### src/rtl/ldx_pkg.sv
package ldx_pkg;

    localparam int DATA_W   = 8;
    localparam int ADDR_W   = 16;
    localparam int SEL_W    = 3;
    localparam int SLOTS    = 1 << SEL_W;
    localparam int MEM_CODE = 6;
    localparam int TS_W     = 3;

    localparam logic [SEL_W-1:0]  SEL_MEM = SEL_W'(MEM_CODE);
    localparam logic [SEL_W-1:0]  SEL_H   = 3'b100;
    localparam logic [SEL_W-1:0]  SEL_L   = 3'b101;
    localparam logic [DATA_W-1:0] OPC_PFX_X = 8'hDD;
    localparam logic [DATA_W-1:0] OPC_PFX_Y = 8'hFD;
    localparam logic [DATA_W-1:0] OPC_HALT  = 8'h76;

    // machine cycle kinds
    typedef enum logic [2:0] {
        MC_FETCH,   // opcode or prefix fetch
        MC_OPRD,    // immediate or displacement read at PC
        MC_CALC,    // indexed address calculation
        MC_MRD,     // data read
        MC_MWR      // data write
    } mcyc_e;

    typedef enum logic [1:0] {
        IDX_NONE,
        IDX_X,
        IDX_Y
    } idx_e;

    typedef enum logic [3:0] {
        K_NOP,
        K_PFX_X,
        K_PFX_Y,
        K_COPY,
        K_IMM,
        K_RD_HL,
        K_WR_HL,
        K_RD_IDX,
        K_WR_IDX,
        K_HALT
    } kind_e;

    typedef struct packed {
        kind_e            kind;
        logic [SEL_W-1:0] dst;
        logic [SEL_W-1:0] src;
    } dec_t;

    // clock states per machine cycle
    function automatic logic [TS_W-1:0] mc_len(mcyc_e m);
        case (m)
            MC_FETCH: return TS_W'(4);
            MC_CALC:  return TS_W'(5);
            default:  return TS_W'(3);
        endcase
    endfunction

endpackage

### src/rtl/ldx_tstate.sv
module ldx_tstate
    import ldx_pkg::*;
#(
    parameter int CNT_W = TS_W
) (
    input  logic             clk,
    input  logic             rst,
    input  logic             run,
    input  logic [CNT_W-1:0] len,
    output logic             last
);
    logic [CNT_W-1:0] cnt_q;

    assign last = (cnt_q == len - CNT_W'(1));

    always_ff @(posedge clk) begin
        if (rst) begin
            cnt_q <= '0;
        end else if (run) begin
            cnt_q <= last ? '0 : cnt_q + CNT_W'(1);
        end
    end
endmodule

### src/rtl/ldx_decode.sv
module ldx_decode
    import ldx_pkg::*;
(
    input  logic [DATA_W-1:0] opcode,
    input  logic              idx_on,
    output dec_t              dec
);
    logic [1:0]       grp;
    logic [SEL_W-1:0] fd;
    logic [SEL_W-1:0] fs;

    assign grp = opcode[7:6];
    assign fd  = opcode[5:3];
    assign fs  = opcode[2:0];

    always_comb begin
        dec.kind = K_NOP;
        dec.dst  = fd;
        dec.src  = fs;
        if (opcode == OPC_PFX_X) begin
            dec.kind = K_PFX_X;
        end else if (opcode == OPC_PFX_Y) begin
            dec.kind = K_PFX_Y;
        end else if (opcode == OPC_HALT) begin
            dec.kind = K_HALT;
        end else if (grp == 2'b01) begin
            if (fs == SEL_MEM) begin
                dec.kind = idx_on ? K_RD_IDX : K_RD_HL;
            end else if (fd == SEL_MEM) begin
                dec.kind = idx_on ? K_WR_IDX : K_WR_HL;
            end else begin
                dec.kind = K_COPY;
            end
        end else if (grp == 2'b00 && fs == SEL_MEM && fd != SEL_MEM) begin
            dec.kind = K_IMM;
        end
    end
endmodule

### src/rtl/ldx_regfile.sv
module ldx_regfile
    import ldx_pkg::*;
#(
    parameter int W  = DATA_W,
    parameter int SW = SEL_W
) (
    input  logic          clk,
    input  logic          rst,
    input  logic          we,
    input  logic [SW-1:0] wsel,
    input  logic [W-1:0]  wdata,
    input  logic [SW-1:0] rsel,
    output logic [W-1:0]  rdata,
    output logic [2*W-1:0] hl
);
    localparam int N = 1 << SW;

    logic [W-1:0] slot_w [N];

    for (genvar g = 0; g < N; g++) begin : g_slot
        if (g == MEM_CODE) begin : g_hole
            assign slot_w[g] = '0;
        end else begin : g_reg
            logic [W-1:0] q;
            always_ff @(posedge clk) begin
                if (rst) begin
                    q <= '0;
                end else if (we && wsel == SW'(g)) begin
                    q <= wdata;
                end
            end
            assign slot_w[g] = q;
        end
    end

    assign rdata = slot_w[rsel];
    assign hl    = {slot_w[SEL_H], slot_w[SEL_L]};
endmodule

### src/rtl/ldx_agen.sv
module ldx_agen
    import ldx_pkg::*;
#(
    parameter int AW = ADDR_W,
    parameter int DW = DATA_W
) (
    input  logic          clk,
    input  logic          rst,
    input  idx_e          sel,
    input  logic [DW-1:0] disp,
    output logic [AW-1:0] ea
);
    logic [AW-1:0] ix_q;
    logic [AW-1:0] iy_q;
    logic [AW-1:0] base;

    // index registers: cleared by reset, no load path in this subset
    always_ff @(posedge clk) begin
        if (rst) begin
            ix_q <= '0;
            iy_q <= '0;
        end else begin
            ix_q <= ix_q;
            iy_q <= iy_q;
        end
    end

    assign base = (sel == IDX_Y) ? iy_q : ix_q;
    assign ea   = base + AW'($signed(disp));
endmodule

### src/rtl/ldx_load_unit.sv
module ldx_load_unit
    import ldx_pkg::*;
#(
    parameter int AW = ADDR_W
) (
    input  logic              clk,
    input  logic              rst,
    output logic [AW-1:0]     mem_addr,
    output logic              mem_rd,
    output logic              mem_wr,
    output logic [DATA_W-1:0] mem_wdata,
    input  logic [DATA_W-1:0] mem_rdata,
    output logic              instr_done,
    output logic              halted
);
    mcyc_e             mc_q, mc_n;
    idx_e              idx_q, idx_n;
    dec_t              op_q, op_n;
    dec_t              dec;
    logic [AW-1:0]     pc_q, pc_n;
    logic [AW-1:0]     ea_q, ea_n;
    logic [DATA_W-1:0] disp_q, disp_n;
    logic              halted_q, halted_n;
    logic              t_last;
    logic              done;

    logic              rf_we;
    logic [SEL_W-1:0]  rf_wsel;
    logic [DATA_W-1:0] rf_wdata;
    logic [SEL_W-1:0]  rf_rsel;
    logic [DATA_W-1:0] rf_rdata;
    logic [2*DATA_W-1:0] rf_hl;
    logic [AW-1:0]     ea_idx;

    ldx_tstate #(.CNT_W(TS_W)) u_tstate (
        .clk  (clk),
        .rst  (rst),
        .run  (!halted_q),
        .len  (mc_len(mc_q)),
        .last (t_last)
    );

    ldx_decode u_decode (
        .opcode (mem_rdata),
        .idx_on (idx_q != IDX_NONE),
        .dec    (dec)
    );

    assign rf_rsel = (mc_q == MC_FETCH) ? dec.src : op_q.src;

    ldx_regfile #(.W(DATA_W), .SW(SEL_W)) u_regs (
        .clk   (clk),
        .rst   (rst),
        .we    (rf_we),
        .wsel  (rf_wsel),
        .wdata (rf_wdata),
        .rsel  (rf_rsel),
        .rdata (rf_rdata),
        .hl    (rf_hl)
    );

    ldx_agen #(.AW(AW), .DW(DATA_W)) u_agen (
        .clk  (clk),
        .rst  (rst),
        .sel  (idx_q),
        .disp (disp_q),
        .ea   (ea_idx)
    );

    always_comb begin
        mc_n     = mc_q;
        idx_n    = idx_q;
        op_n     = op_q;
        pc_n     = pc_q;
        ea_n     = ea_q;
        disp_n   = disp_q;
        halted_n = halted_q;
        done     = 1'b0;
        rf_we    = 1'b0;
        rf_wsel  = op_q.dst;
        rf_wdata = mem_rdata;
        if (!halted_q && t_last) begin
            case (mc_q)
                MC_FETCH: begin
                    pc_n = pc_q + AW'(1);
                    case (dec.kind)
                        K_PFX_X: idx_n = IDX_X;
                        K_PFX_Y: idx_n = IDX_Y;
                        K_COPY: begin
                            rf_we    = 1'b1;
                            rf_wsel  = dec.dst;
                            rf_wdata = rf_rdata;
                            done     = 1'b1;
                            idx_n    = IDX_NONE;
                        end
                        K_IMM, K_RD_IDX, K_WR_IDX: begin
                            op_n = dec;
                            mc_n = MC_OPRD;
                        end
                        K_RD_HL: begin
                            op_n = dec;
                            ea_n = AW'(rf_hl);
                            mc_n = MC_MRD;
                        end
                        K_WR_HL: begin
                            op_n = dec;
                            ea_n = AW'(rf_hl);
                            mc_n = MC_MWR;
                        end
                        K_HALT: begin
                            halted_n = 1'b1;
                            done     = 1'b1;
                            idx_n    = IDX_NONE;
                        end
                        default: begin
                            done  = 1'b1;
                            idx_n = IDX_NONE;
                        end
                    endcase
                end
                MC_OPRD: begin
                    pc_n = pc_q + AW'(1);
                    if (op_q.kind == K_IMM) begin
                        rf_we = 1'b1;
                        done  = 1'b1;
                        idx_n = IDX_NONE;
                        mc_n  = MC_FETCH;
                    end else begin
                        disp_n = mem_rdata;
                        mc_n   = MC_CALC;
                    end
                end
                MC_CALC: begin
                    ea_n = ea_idx;
                    mc_n = (op_q.kind == K_RD_IDX) ? MC_MRD : MC_MWR;
                end
                MC_MRD: begin
                    rf_we = 1'b1;
                    done  = 1'b1;
                    idx_n = IDX_NONE;
                    mc_n  = MC_FETCH;
                end
                MC_MWR: begin
                    done  = 1'b1;
                    idx_n = IDX_NONE;
                    mc_n  = MC_FETCH;
                end
                default: mc_n = MC_FETCH;
            endcase
        end
    end

    always_ff @(posedge clk) begin
        if (rst) begin
            mc_q     <= MC_FETCH;
            idx_q    <= IDX_NONE;
            op_q     <= '0;
            pc_q     <= '0;
            ea_q     <= '0;
            disp_q   <= '0;
            halted_q <= 1'b0;
        end else begin
            mc_q     <= mc_n;
            idx_q    <= idx_n;
            op_q     <= op_n;
            pc_q     <= pc_n;
            ea_q     <= ea_n;
            disp_q   <= disp_n;
            halted_q <= halted_n;
        end
    end

    assign mem_addr   = (mc_q == MC_MRD || mc_q == MC_MWR) ? ea_q : pc_q;
    assign mem_rd     = !halted_q && (mc_q == MC_FETCH || mc_q == MC_OPRD || mc_q == MC_MRD);
    assign mem_wr     = !halted_q && (mc_q == MC_MWR) && t_last;
    assign mem_wdata  = rf_rdata;
    assign instr_done = done;
    assign halted     = halted_q;
endmodule

### config.mk
export PLATFORM = sky130hd
export DESIGN_NAME = ldx_load_unit
export DESIGN_NICKNAME = d
export VERILOG_FILES = /design/src/rtl/ldx_pkg.sv /design/src/rtl/ldx_tstate.sv /design/src/rtl/ldx_decode.sv /design/src/rtl/ldx_regfile.sv /design/src/rtl/ldx_agen.sv /design/src/rtl/ldx_load_unit.sv
export SDC_FILE = /design/constraint.sdc
export NUM_CORES = 1
export LEC_CHECK = 0
export ABC_AREA = 1
export BUFFER_PORTS_ARGS = -buffer_cell sky130_fd_sc_hd__buf_2
export CAP_MARGIN = 20
export CORE_ASPECT_RATIO = 1.5
export CORE_UTILIZATION = 50
export CTS_CLUSTER_DIAMETER = 200
export DETAILED_ROUTE_END_ITERATION = 7
export GPL_ROUTABILITY_DRIVEN = 0
export PLACE_DENSITY = 0.68
export RECOVER_POWER = 25
export SETUP_SLACK_MARGIN = 0.1
export SYNTH_ARGS = -nofsm -noshare
export SYNTH_HDL_FRONTEND = slang
export SYNTH_SLANG_ARGS = --single-unit
export TNS_END_PERCENT = 10
### constraint.sdc
create_clock -name clk -period 3 [get_ports clk]
set_input_delay 0.45 -clock clk [delete_from_list [all_inputs] [get_ports clk]]
set_output_delay 0.45 -clock clk [all_outputs]
set_load 0.01 [all_outputs]
==> results.sh <==
export IMPL_status="finished clean"
export IMPL_firstDrtPassIters=5
export IMPL_ys_top_cells_by_area="dfxtp_1 37%, nand2_1 15%, nand3_1 11%"
export IMPL_avgSynthCellArea_sq_um=6.33
export IMPL_start_kind="flip-flop"
export IMPL_chipWidth_um=93.5
export IMPL_synth_warnings=0
export IMPL_synth_top_cell_area_share_pct=36.6
export IMPL_synthCells=992
export IMPL_dpl_hpwl_mm=13.0
export IMPL_crit_type="reg2out"
export IMPL_drv_slew=0
export IMPL_drt_iter0_drc=331
export IMPL_ys_seq_elements=115
export IMPL_synth_simple_area_share_pct=41.2
export IMPL_drive_gt1_share_pct=11.3
export IMPL_required_ps=2550
export IMPL_wl_per_cell_um=15.0
export IMPL_wl_mm=17.8
export IMPL_cap_violations=0
export IMPL_final_nets=1036
export IMPL_pin_count=38
export IMPL_slew_headroom_pct=57.6
export IMPL_synth_nets=1004
export IMPL_synth_xor_area_share_pct=0.558
export IMPL_coreArea_sq_mm=0.0121
export IMPL_grt_first_pass_wirelength_mm=28.8
export IMPL_cts_root_buffer="clkbuf_16"
export IMPL_muxShareOfSynthArea_pct=0
export IMPL_synth_seq_area_share_pct=36.6
export IMPL_fillers=1230
export IMPL_synth_top_family_by_area="simple AND/OR/NAND/NOR gates"
export IMPL_worst_pin_slew_ps=629
export IMPL_fin_total_pwr_uw=3950
export IMPL_mostFrequentLayoutCells="256 x nand2_1, 140 x nand3_1, 139 x nor2_1"
export IMPL_synth_compound_area_share_pct=10.6
export IMPL_grt_max_degree=54
export IMPL_critPathCaptureType="output port"
export IMPL_intPower_uw=2970
export IMPL_htree_levels=4
export IMPL_ys_flop_type="dfxtp_1"
export IMPL_final_common_cell="nand2_1"
export IMPL_holdBufCountCts=0
export IMPL_start_util_pct=51.8
export IMPL_vdd_drop_max_mv=0.333
export IMPL_clk_pin_slew_ps=50
export IMPL_p_sw_uw=986
export IMPL_grt_setup_unrepaired="false"
export IMPL_routed_via_density=5.34
export IMPL_place_worst_setup_slack_ps=482
export IMPL_switching_share_pct=25.0
export IMPL_drc=0
export IMPL_hp_class="in2reg"
export IMPL_fin_util_pct=59.2
export IMPL_p_comb_share_pct=9.5
export IMPL_yosys_area_top_type="dfxtp_1"
export IMPL_fin_crit_ps=2730
export IMPL_multi_input_area_sq_mm=0.00332
export IMPL_clk_path_buf_depth=2
export IMPL_setup_viol=0
export IMPL_fin_ws_ps=266
export IMPL_finalHoldViolCount=0
export IMPL_cts_resized_gates=0
export IMPL_antenna_found_initial=0
export IMPL_cts_buffers=17
export IMPL_num_vias=6350
export IMPL_clock_sinks=115
export IMPL_yosys_area_share_adder_pct=0.398
export IMPL_die_h_um=139
export IMPL_p_per_area_mw_per_mm2=550
export IMPL_grt_pass1_vias=5837
export IMPL_die_area_sq_mm=0.0130
export IMPL_synthDistinctLibCells=38
export IMPL_min_period_over_period_pct=91.1
export IMPL_max_freq_mhz=366
export IMPL_fin_tns_setup_ps=0
export IMPL_power_frac_seq_pct=39.3
export IMPL_cts_setup_buffers=0
export IMPL_ant_nets=0
export IMPL_io_buffer_count=37
export IMPL_cp_max_fo=15
export IMPL_grt_ovfl_total=0
export IMPL_area_delta_synth_final_pct=14.3
export IMPL_p_leak_uw=0.00313
export IMPL_finalClockSkew_ps=8.89
export IMPL_rows=49
export IMPL_grt_util_all_layers_pct=28.5
export IMPL_cp_arrival_ps=2280
export IMPL_clk_latency_ps=410
export IMPL_diodes=0
export IMPL_clkPwrFrac_pct=51.3
export IMPL_final_seq_area_sq_mm=0.00230
export IMPL_cts_tree="yes"
export IMPL_syn_area_sq_mm=0.00628
export IMPL_synth_edff_count=0
export IMPL_async_flop_share_pct=0
-- worst max-delay path, stage by stage, from the launching register on --
cell and delay, ps:
dfxtp_1 370, nor2_4 210, nand2_4 150, o21ai_2 400, inv_1 260, nand3_1 140, nand2_1 130, inv_1 80
buf_2 120
-- state kept, by name (all words and copies together), names as in the netlist --
| signal | count |
|---|---|
| disp_q | 8 |
| ea_q | 16 |
| halted | 1 |
| idx_q | 2 |
| mc_q | 3 |
| op_q | 10 |
| pc_q | 16 |
| u_regs.g_slot.g_reg.q | 56 |
| u_tstate.cnt_q | 3 |
-- power groups by stage --
stage | logic, uW | clock network, uW | registers [uW]
final | 374 | 2030 | 1550
after detailed placement | 368 | 0 | 1580
after global routing | 407 | 2120 | 1550
after global placement | 370 | 0 | 1580
after CTS | 371 | 2050 | 1550
after floorplan | 251 | 0 | 1580
-- cells by family after synthesis --
group | Yosys count
AOI/OAI and AO/OA | 120
xor gates and xnor gates | 4
adders and majority gates | 2
buffers and inverters | 164
DFF | 115
and+or+nand+nor | 587
-- through the flow --
stage	instance area (sq um)	instances	hold WS, ps
5_1_grt	7180	1190	406
3_5_place_dp	6600	1158	438
2_1_floorplan	6280	992	422
3_3_place_gp	6600	1158	436
4_1_cts	7180	1190	400
6_report	7180	1190	396
-- final timing paths --
kind,from,end,slack (ps),cells past startpoint
worst max-delay path,mc_q[0],mem_wdata[7],270,8
worst min-delay path,mem_rdata[7],disp_q[7],400,3
worst min register to register,disp_q[2],disp_q[2],450,2
worst max register to register,mc_q[0],u_regs.g_slot[0].g_reg.q[5],350,13
-- metal layers --
metal | track usage [%] | up-vias | part of all wire (%)
met2 | 50.3 | 192 | 52
met1 | 31.4 | 2862 | 39
li1 | - | 3238 | -
met5 | 0 | - | 0
met4 | 16.0 | 0 | 4.7
met3 | 5.36 | 58 | 4.4
-- cell type report --
type / instances / area share (%)
clock buffer: 23 / 6.38
clock inverter: 9 / 1.81
inverter: 125 / 6.53
multi-input combinational: 713 / 46.3
sequential: 115 / 32.1
tap: 153 / 2.67
timing repair buffer: 52 / 4.29
-- synthesized netlist by cell type (5+ instances only) --
cell and count:
o21ai_0 49, buf_2 12, o2111ai_1 7, nor4_1 5
nor2_1 139, nand2_1 256, clkbuf_1 19, nor3_1 10
inv_1 114, nor2_2 9, nor2_4 5, nand3_1 140
a21oi_1 51, nand4_1 7, dfxtp_1 115, inv_2 9
Power figures use the tool's default switching activity.
